## src/rtl/wake_evt_pkg.sv

```systemverilog
package wake_evt_pkg;

    localparam int NUM_SRC = 3;

    // Compact source index used throughout the datapath
    typedef enum logic [1:0] {
        SRC_CODEC = 2'd0,
        SRC_RING  = 2'd1,
        SRC_IR    = 2'd2
    } src_e;

    localparam logic [7:0] ADDR_STATUS = 8'h00;
    localparam logic [7:0] ADDR_CFG    = 8'h01;
    localparam logic [7:0] ADDR_ENABLE = 8'h02;

    localparam logic [NUM_SRC-1:0] ENABLE_RST = 3'b011;

    typedef enum logic [1:0] {
        BANK_SHARED = 2'b00,
        BANK_IR     = 2'b01,
        BANK_OTHER  = 2'b10,
        BANK_RSVD   = 2'b11
    } bank_e;

    typedef enum logic [2:0] {
        SEL_NONE,
        SEL_STATUS,
        SEL_CFG,
        SEL_ENABLE,
        SEL_IRBANK
    } sel_e;

    typedef struct packed {
        logic       we;
        logic [7:0] addr;
        logic [7:0] data;
    } reg_req_t;

    // Bit position of a source inside the byte-wide status/enable registers
    function automatic int src_pos(input int idx);
        case (idx)
            0:       return 0;
            1:       return 1;
            default: return 5;
        endcase
    endfunction

    function automatic logic [7:0] expand(input logic [NUM_SRC-1:0] v);
        logic [7:0] r;
        r = '0;
        for (int i = 0; i < NUM_SRC; i++) r[src_pos(i)] = v[i];
        return r;
    endfunction

    function automatic logic [NUM_SRC-1:0] compress(input logic [7:0] b);
        logic [NUM_SRC-1:0] r;
        for (int i = 0; i < NUM_SRC; i++) r[i] = b[src_pos(i)];
        return r;
    endfunction

endpackage

```

## src/rtl/wake_evt_sync.sv

```systemverilog
module wake_evt_sync #(
    parameter int N      = 3,
    parameter int STAGES = 2
) (
    input  logic         clk,
    input  logic         rst,
    input  logic [N-1:0] ev_i,
    output logic [N-1:0] rise_o
);
    localparam int DEPTH = STAGES + 1;

    for (genvar g = 0; g < N; g++) begin : g_src
        logic [DEPTH-1:0] pipe;
        always_ff @(posedge clk) begin
            if (rst) pipe <= '0;
            else     pipe <= {pipe[DEPTH-2:0], ev_i[g]};
        end
        // last synchronized sample high, one stage later still low
        assign rise_o[g] = pipe[STAGES-1] & ~pipe[STAGES];
    end
endmodule

```

## src/rtl/wake_evt_decode.sv

```systemverilog
module wake_evt_decode
    import wake_evt_pkg::*;
#(
    parameter logic [7:0] IR_BASE = 8'h10,
    parameter int         IR_REGS = 4,
    localparam int        IDX_W   = (IR_REGS > 1) ? $clog2(IR_REGS) : 1
) (
    input  logic [7:0]       addr_i,
    input  bank_e            bank_i,
    output sel_e             sel_o,
    output logic [IDX_W-1:0] ir_idx_o
);
    logic [8:0] off;
    logic       in_ir;

    assign off      = {1'b0, addr_i} - {1'b0, IR_BASE};
    assign in_ir    = (addr_i >= IR_BASE) && (off < 9'(IR_REGS));
    assign ir_idx_o = off[IDX_W-1:0];

    always_comb begin
        sel_o = SEL_NONE;
        if (addr_i == ADDR_STATUS)      sel_o = SEL_STATUS;
        else if (addr_i == ADDR_CFG)    sel_o = SEL_CFG;
        else if (addr_i == ADDR_ENABLE) sel_o = SEL_ENABLE;
        else if (in_ir && bank_i == BANK_IR) sel_o = SEL_IRBANK;
    end
endmodule

```

## src/rtl/wake_evt_regs.sv

```systemverilog
module wake_evt_regs
    import wake_evt_pkg::*;
#(
    parameter int  IR_REGS = 4,
    localparam int IDX_W   = (IR_REGS > 1) ? $clog2(IR_REGS) : 1
) (
    input  logic                 clk,
    input  logic                 rst,
    input  reg_req_t             req_i,
    input  sel_e                 sel_i,
    input  logic [IDX_W-1:0]     ir_idx_i,
    input  logic [NUM_SRC-1:0]   rise_i,
    output logic [7:0]           rdata_o,
    output logic [NUM_SRC-1:0]   status_o,
    output logic [NUM_SRC-1:0]   enable_o,
    output bank_e                bank_o,
    output logic [8*IR_REGS-1:0] ir_bank_o
);
    logic [NUM_SRC-1:0] status_q, enable_q, clr;
    bank_e              bank_q;
    logic [7:0]         ir_q [IR_REGS];

    assign clr = (req_i.we && sel_i == SEL_STATUS) ? compress(req_i.data) : '0;

    always_ff @(posedge clk) begin
        if (rst) begin
            status_q <= '0;
            enable_q <= ENABLE_RST;
            bank_q   <= BANK_SHARED;
        end else begin
            // a fresh edge wins over a simultaneous clear
            status_q <= (status_q & ~clr) | rise_i;
            if (req_i.we && sel_i == SEL_ENABLE) enable_q <= compress(req_i.data);
            if (req_i.we && sel_i == SEL_CFG)    bank_q   <= bank_e'(req_i.data[1:0]);
        end
    end

    for (genvar g = 0; g < IR_REGS; g++) begin : g_ir
        always_ff @(posedge clk) begin
            if (rst) ir_q[g] <= '0;
            else if (req_i.we && sel_i == SEL_IRBANK && ir_idx_i == IDX_W'(g))
                ir_q[g] <= req_i.data;
        end
        assign ir_bank_o[8*g +: 8] = ir_q[g];
    end

    always_comb begin
        rdata_o = '0;
        case (sel_i)
            SEL_STATUS: rdata_o = expand(status_q);
            SEL_CFG:    rdata_o = {6'b0, bank_q};
            SEL_ENABLE: rdata_o = expand(enable_q);
            SEL_IRBANK: rdata_o = ir_q[ir_idx_i];
            default:    rdata_o = '0;
        endcase
    end

    assign status_o = status_q;
    assign enable_o = enable_q;
    assign bank_o   = bank_q;
endmodule

```

## src/rtl/wake_evt_ctrl.sv

```systemverilog
module wake_evt_ctrl
    import wake_evt_pkg::*;
#(
    parameter logic [7:0] IR_BASE     = 8'h10,
    parameter int         IR_REGS     = 4,
    parameter int         SYNC_STAGES = 2,
    localparam int        IDX_W       = (IR_REGS > 1) ? $clog2(IR_REGS) : 1
) (
    input  logic                 clk,
    input  logic                 rst,
    input  logic                 ev_codec_i,
    input  logic                 ev_ring_i,
    input  logic                 ev_ir_i,
    input  logic                 reg_we_i,
    input  logic [7:0]           reg_addr_i,
    input  logic [7:0]           reg_wdata_i,
    output logic [7:0]           reg_rdata_o,
    output logic                 wake_o,
    output logic [1:0]           bank_sel_o,
    output logic [8*IR_REGS-1:0] ir_bank_o
);
    logic [NUM_SRC-1:0] ev_vec, rise, status, enable;
    reg_req_t           req;
    sel_e               sel;
    bank_e              bank;
    logic [IDX_W-1:0]   ir_idx;

    assign ev_vec[SRC_CODEC] = ev_codec_i;
    assign ev_vec[SRC_RING]  = ev_ring_i;
    assign ev_vec[SRC_IR]    = ev_ir_i;
    assign req = '{we: reg_we_i, addr: reg_addr_i, data: reg_wdata_i};

    wake_evt_sync #(.N(NUM_SRC), .STAGES(SYNC_STAGES)) u_sync (
        .clk(clk), .rst(rst), .ev_i(ev_vec), .rise_o(rise)
    );

    wake_evt_decode #(.IR_BASE(IR_BASE), .IR_REGS(IR_REGS)) u_dec (
        .addr_i(reg_addr_i), .bank_i(bank), .sel_o(sel), .ir_idx_o(ir_idx)
    );

    wake_evt_regs #(.IR_REGS(IR_REGS)) u_regs (
        .clk(clk), .rst(rst), .req_i(req), .sel_i(sel), .ir_idx_i(ir_idx),
        .rise_i(rise), .rdata_o(reg_rdata_o), .status_o(status),
        .enable_o(enable), .bank_o(bank), .ir_bank_o(ir_bank_o)
    );

    assign wake_o     = |(status & enable);
    assign bank_sel_o = bank;
endmodule

```

## config.mk

```make
export PLATFORM = sky130hd
export DESIGN_NAME = wake_evt_ctrl
export DESIGN_NICKNAME = d
export VERILOG_FILES = /design/src/rtl/wake_evt_pkg.sv /design/src/rtl/wake_evt_sync.sv /design/src/rtl/wake_evt_decode.sv /design/src/rtl/wake_evt_regs.sv /design/src/rtl/wake_evt_ctrl.sv
export SDC_FILE = /design/constraint.sdc
export NUM_CORES = 1
export LEC_CHECK = 0
export BUFFER_PORTS_ARGS = -buffer_cell sky130_fd_sc_hd__buf_2
export CAP_MARGIN = 40
export CORE_MARGIN = 2
export CORE_UTILIZATION = 46
export DETAILED_ROUTE_END_ITERATION = 16
export PLACE_DENSITY = 0.75
export SYNTH_ARGS = -nofsm -noshare
export SYNTH_HDL_FRONTEND = slang
export SYNTH_SLANG_ARGS = --single-unit
```

## constraint.sdc

```tcl
create_clock -name clk -period 2.2 [get_ports clk]
set_input_delay 0.44 -clock clk [delete_from_list [all_inputs] [get_ports clk]]
set_output_delay 0.44 -clock clk [all_outputs]
set_load 0.01 [all_outputs]
```

==> run metrics <==
Post-Route WL 5.109 mm; fin crit share between 90% and 100%; drt wl/cell between 15 and 20 um; Distinct cells, synth 33; clock sinks just under 50; gr ovfl total 0; clock latency on the worst-skew pair 0.30 ns; Hold/Removal Path Class in2reg; CTS Hold Bufs 0; Post-route DRC 0; pre-CTS worst setup slack 0.03078 ns; Avg Inst Size Synth 12.32 um^2; Clock Tree Root clkbuf_8; worst reg2reg path endpoint u_regs.ir_q[3][5]$_SDFFCE_PN0P_; Final #Nets between 200 and 300; pwr/cell area 649.6 nW/um^2; RSZ-0062 raised after global routing no; data arrival time of the critical path between 1.5 and 2 ns; HPWL Detailed 3.673 mm; Slew Limit Fails 0; synthesized cell area approximately 2300 um^2; worst slew pin tran roughly 0.55 ns; synthesis-stage register bit count 49; Top FF cell, synth edfxtp_1; worst hold margin roughly 0.35 ns; final RePlAce weighted congestion approximately 0.8; fillers between 400 and 500; most common cell after layout, fill and taps aside buf_2; P&R area growth vs syn 24.55%; share of cells above drive strength 1 between 30% and 40%; CTS tree built; final setup violation count 0; initial antenna violation count 0; setup TNS 0 ns; diodes inserted 0; yosys warns 0; Worst VDD drop ~0.34 mV; FF+latch area ~1300 um^2; Worst Setup SP reg_addr_i[0]; Worst Path Required around 1.8 ns; Leakage roughly 1.2 nW; Core ar. 4755 um^2; chip height 74.38 um; Crit. End Element output port; Tmin final between 2 and 2.5 ns; Max Cap Violations 0; CP max FO 15; largest net degree at the start of global routing 33; Multi-input gate area approximately 830 um^2; Critical Path Source Type primary input; Synth Instances between 150 and 200; cts bufs inserted 5; met3 Usage GRT under 10%; H-tree Lvls 2; Clock transition at path regs 0.08 ns; Iter 0 DRT Violations 91; Starting Density 47.92%; Post-synth EDFFs 32; post_cts resized 0; IO Pins 65; DRT Pass-1 Iters 4; R2R cell count 5; final worst-path setup slack 0.1233 ns; sequential area share after synthesis about 57%; Critical path destination reg_rdata_o[1]; fmax 481.5 MHz; vias about 1,700; GR Util met1 a little under a quarter; via-per-instance ratio ~5.4; relative slew slack around 63%; GRT Util Overall 18.69%; Clock Skew between 0.007 and 0.008 ns; vias in the first global route 1,634; commonest cells after routing, fill and taps aside 64 x buf_2, 32 x edfxtp_1, 17 x inv_1, 17 x nor3_1, 17 x dfxtp_1; ys async rst share 0%; reg2reg setup slack 0.45 ns; die area between 5000 and 6000 um^2; GRT Max-Usage Layer met2; first-pass GRT wire length approximately 7.8 mm; outcome complete, no violations; WS Path Type in2out; RR Startpoint u_regs.bank_o[1]$_SDFFE_PP0P_; Final Hold Vio Count 0; Row Count 25; Antenna Nets Post-Route 0; die width 74.38 um; Mapped Nets between 200 and 250; clk buf depth 2; setup bufs post-CTS 0; met2 Use GR 30.97%; number of port buffers 64
==> layout make-up <==
class / count / share of cell area [%]
Inverter: 17 / 2.249
Multi-Input combinational cell: 105 / 29.37
Clock buffer: 5 / 2.425
Clock inverter: 3 / 1.455
Sequential cell: 49 / 45.86
Tap cell: 67 / 2.954
Timing Repair Buffer: 79 / 15.70
==> cell families (layout without fill, tap and decap cells) <==
family	count (synthesis)	in the layout	synth area share (%)
compound gates	20	20	6.590
xor+xnor	1	1	0.3845
fa+ha+maj	1	1	0.5491
buf+inv	31	104	6.315
flops	49	49	57.11
mux	14	14	10.54
simple gates	69	69	18.51
==> flip-flops by register name, summed over array words and instances, names as in the netlist <==
signal	count
u_regs.ir_q	32
u_sync.g_src.pipe	9
u_regs.enable_o	3
u_regs.status_o	3
u_regs.bank_o	2
==> power by group <==
group / leakage, nW / internal, mW / total (mW) / switching (mW)
Sequential: 0.469 / 1.01 / 1.02 / 0.0154
Clock: 0.0518 / 0.335 / 0.630 / 0.295
Combinational: 0.644 / 0.0855 / 0.192 / 0.107
==> synthesized netlist by cell type (2+ instances only) <==
| cell type | count | area share [%] |
|---|---|---|
| buf_6 | 3 | 1.5 |
| buf_2 | 4 | 0.88 |
| edfxtp_1 | 32 | 42 |
| o22ai_1 | 2 | 0.55 |
| inv_1 | 17 | 2.8 |
| mux2i_1 | 6 | 2.6 |
| buf_1 | 2 | 0.33 |
| o311ai_0 | 2 | 0.77 |
| mux4_2 | 8 | 7.9 |
| dfxtp_1 | 17 | 15 |
| o31ai_1 | 2 | 0.66 |
| nor2b_1 | 16 | 4.4 |
| nand2_1 | 3 | 0.49 |
| nand2b_1 | 6 | 1.6 |
| nor4_1 | 16 | 4.4 |
| nor2_1 | 4 | 0.66 |
| a2bb2oi_1 | 2 | 0.77 |
| nor3_1 | 17 | 3.7 |
| a21oi_1 | 3 | 0.66 |
| o41ai_1 | 5 | 1.9 |
| clkbuf_1 | 5 | 0.82 |
| o21ai_0 | 2 | 0.44 |
==> per-stage QoR <==
stage / area (um^2) / util, % / power [mW] / std cells
2_1_floorplan: 2278 / - / 1.157 / 185
3_5_place_dp: 2728 / 57.37 / 1.235 / 317
6_report: 2838 / 59.68 / 1.843 / 325
3_3_place_gp: 2728 / 57.37 / 1.230 / 317
4_1_cts: 2838 / 59.68 / 1.857 / 325
5_1_grt: 2838 / 59.68 / 1.906 / 325
==> critical path, stage by stage <==
cell	delay [ns]
buf_2	0.34
buf_4	0.21
mux2i_1	0.19
a2bb2oi_1	0.20
o22ai_1	0.10
buf_2	0.14
==> worst min-delay path by stage <==
stage / startpoint / endpoint / slack (ns) / cells past startpoint
floorplan: u_sync.g_src[0].pipe[0]$_SDFF_PP0_ / u_sync.g_src[0].pipe[1]$_SDFF_PP0_ / 0.41 / 1
global placement: u_sync.g_src[0].pipe[0]$_SDFF_PP0_ / u_sync.g_src[0].pipe[1]$_SDFF_PP0_ / 0.42 / 1
detailed placement: u_sync.g_src[1].pipe[0]$_SDFF_PP0_ / u_sync.g_src[1].pipe[1]$_SDFF_PP0_ / 0.43 / 1
CTS: ev_ring_i / u_sync.g_src[1].pipe[0]$_SDFF_PP0_ / 0.33 / 2
global route: ev_ring_i / u_sync.g_src[1].pipe[0]$_SDFF_PP0_ / 0.35 / 2
finish: ev_ring_i / u_sync.g_src[1].pipe[0]$_SDFF_PP0_ / 0.35 / 2
==> routing by layer <==
metal  wire (um)  up-vias
met1        2169      825
met5           0        -
met4          72        0
met3         325        7
li1            -      844
met2        2541       68
Note: power is estimated with default switching activity, not from simulation.
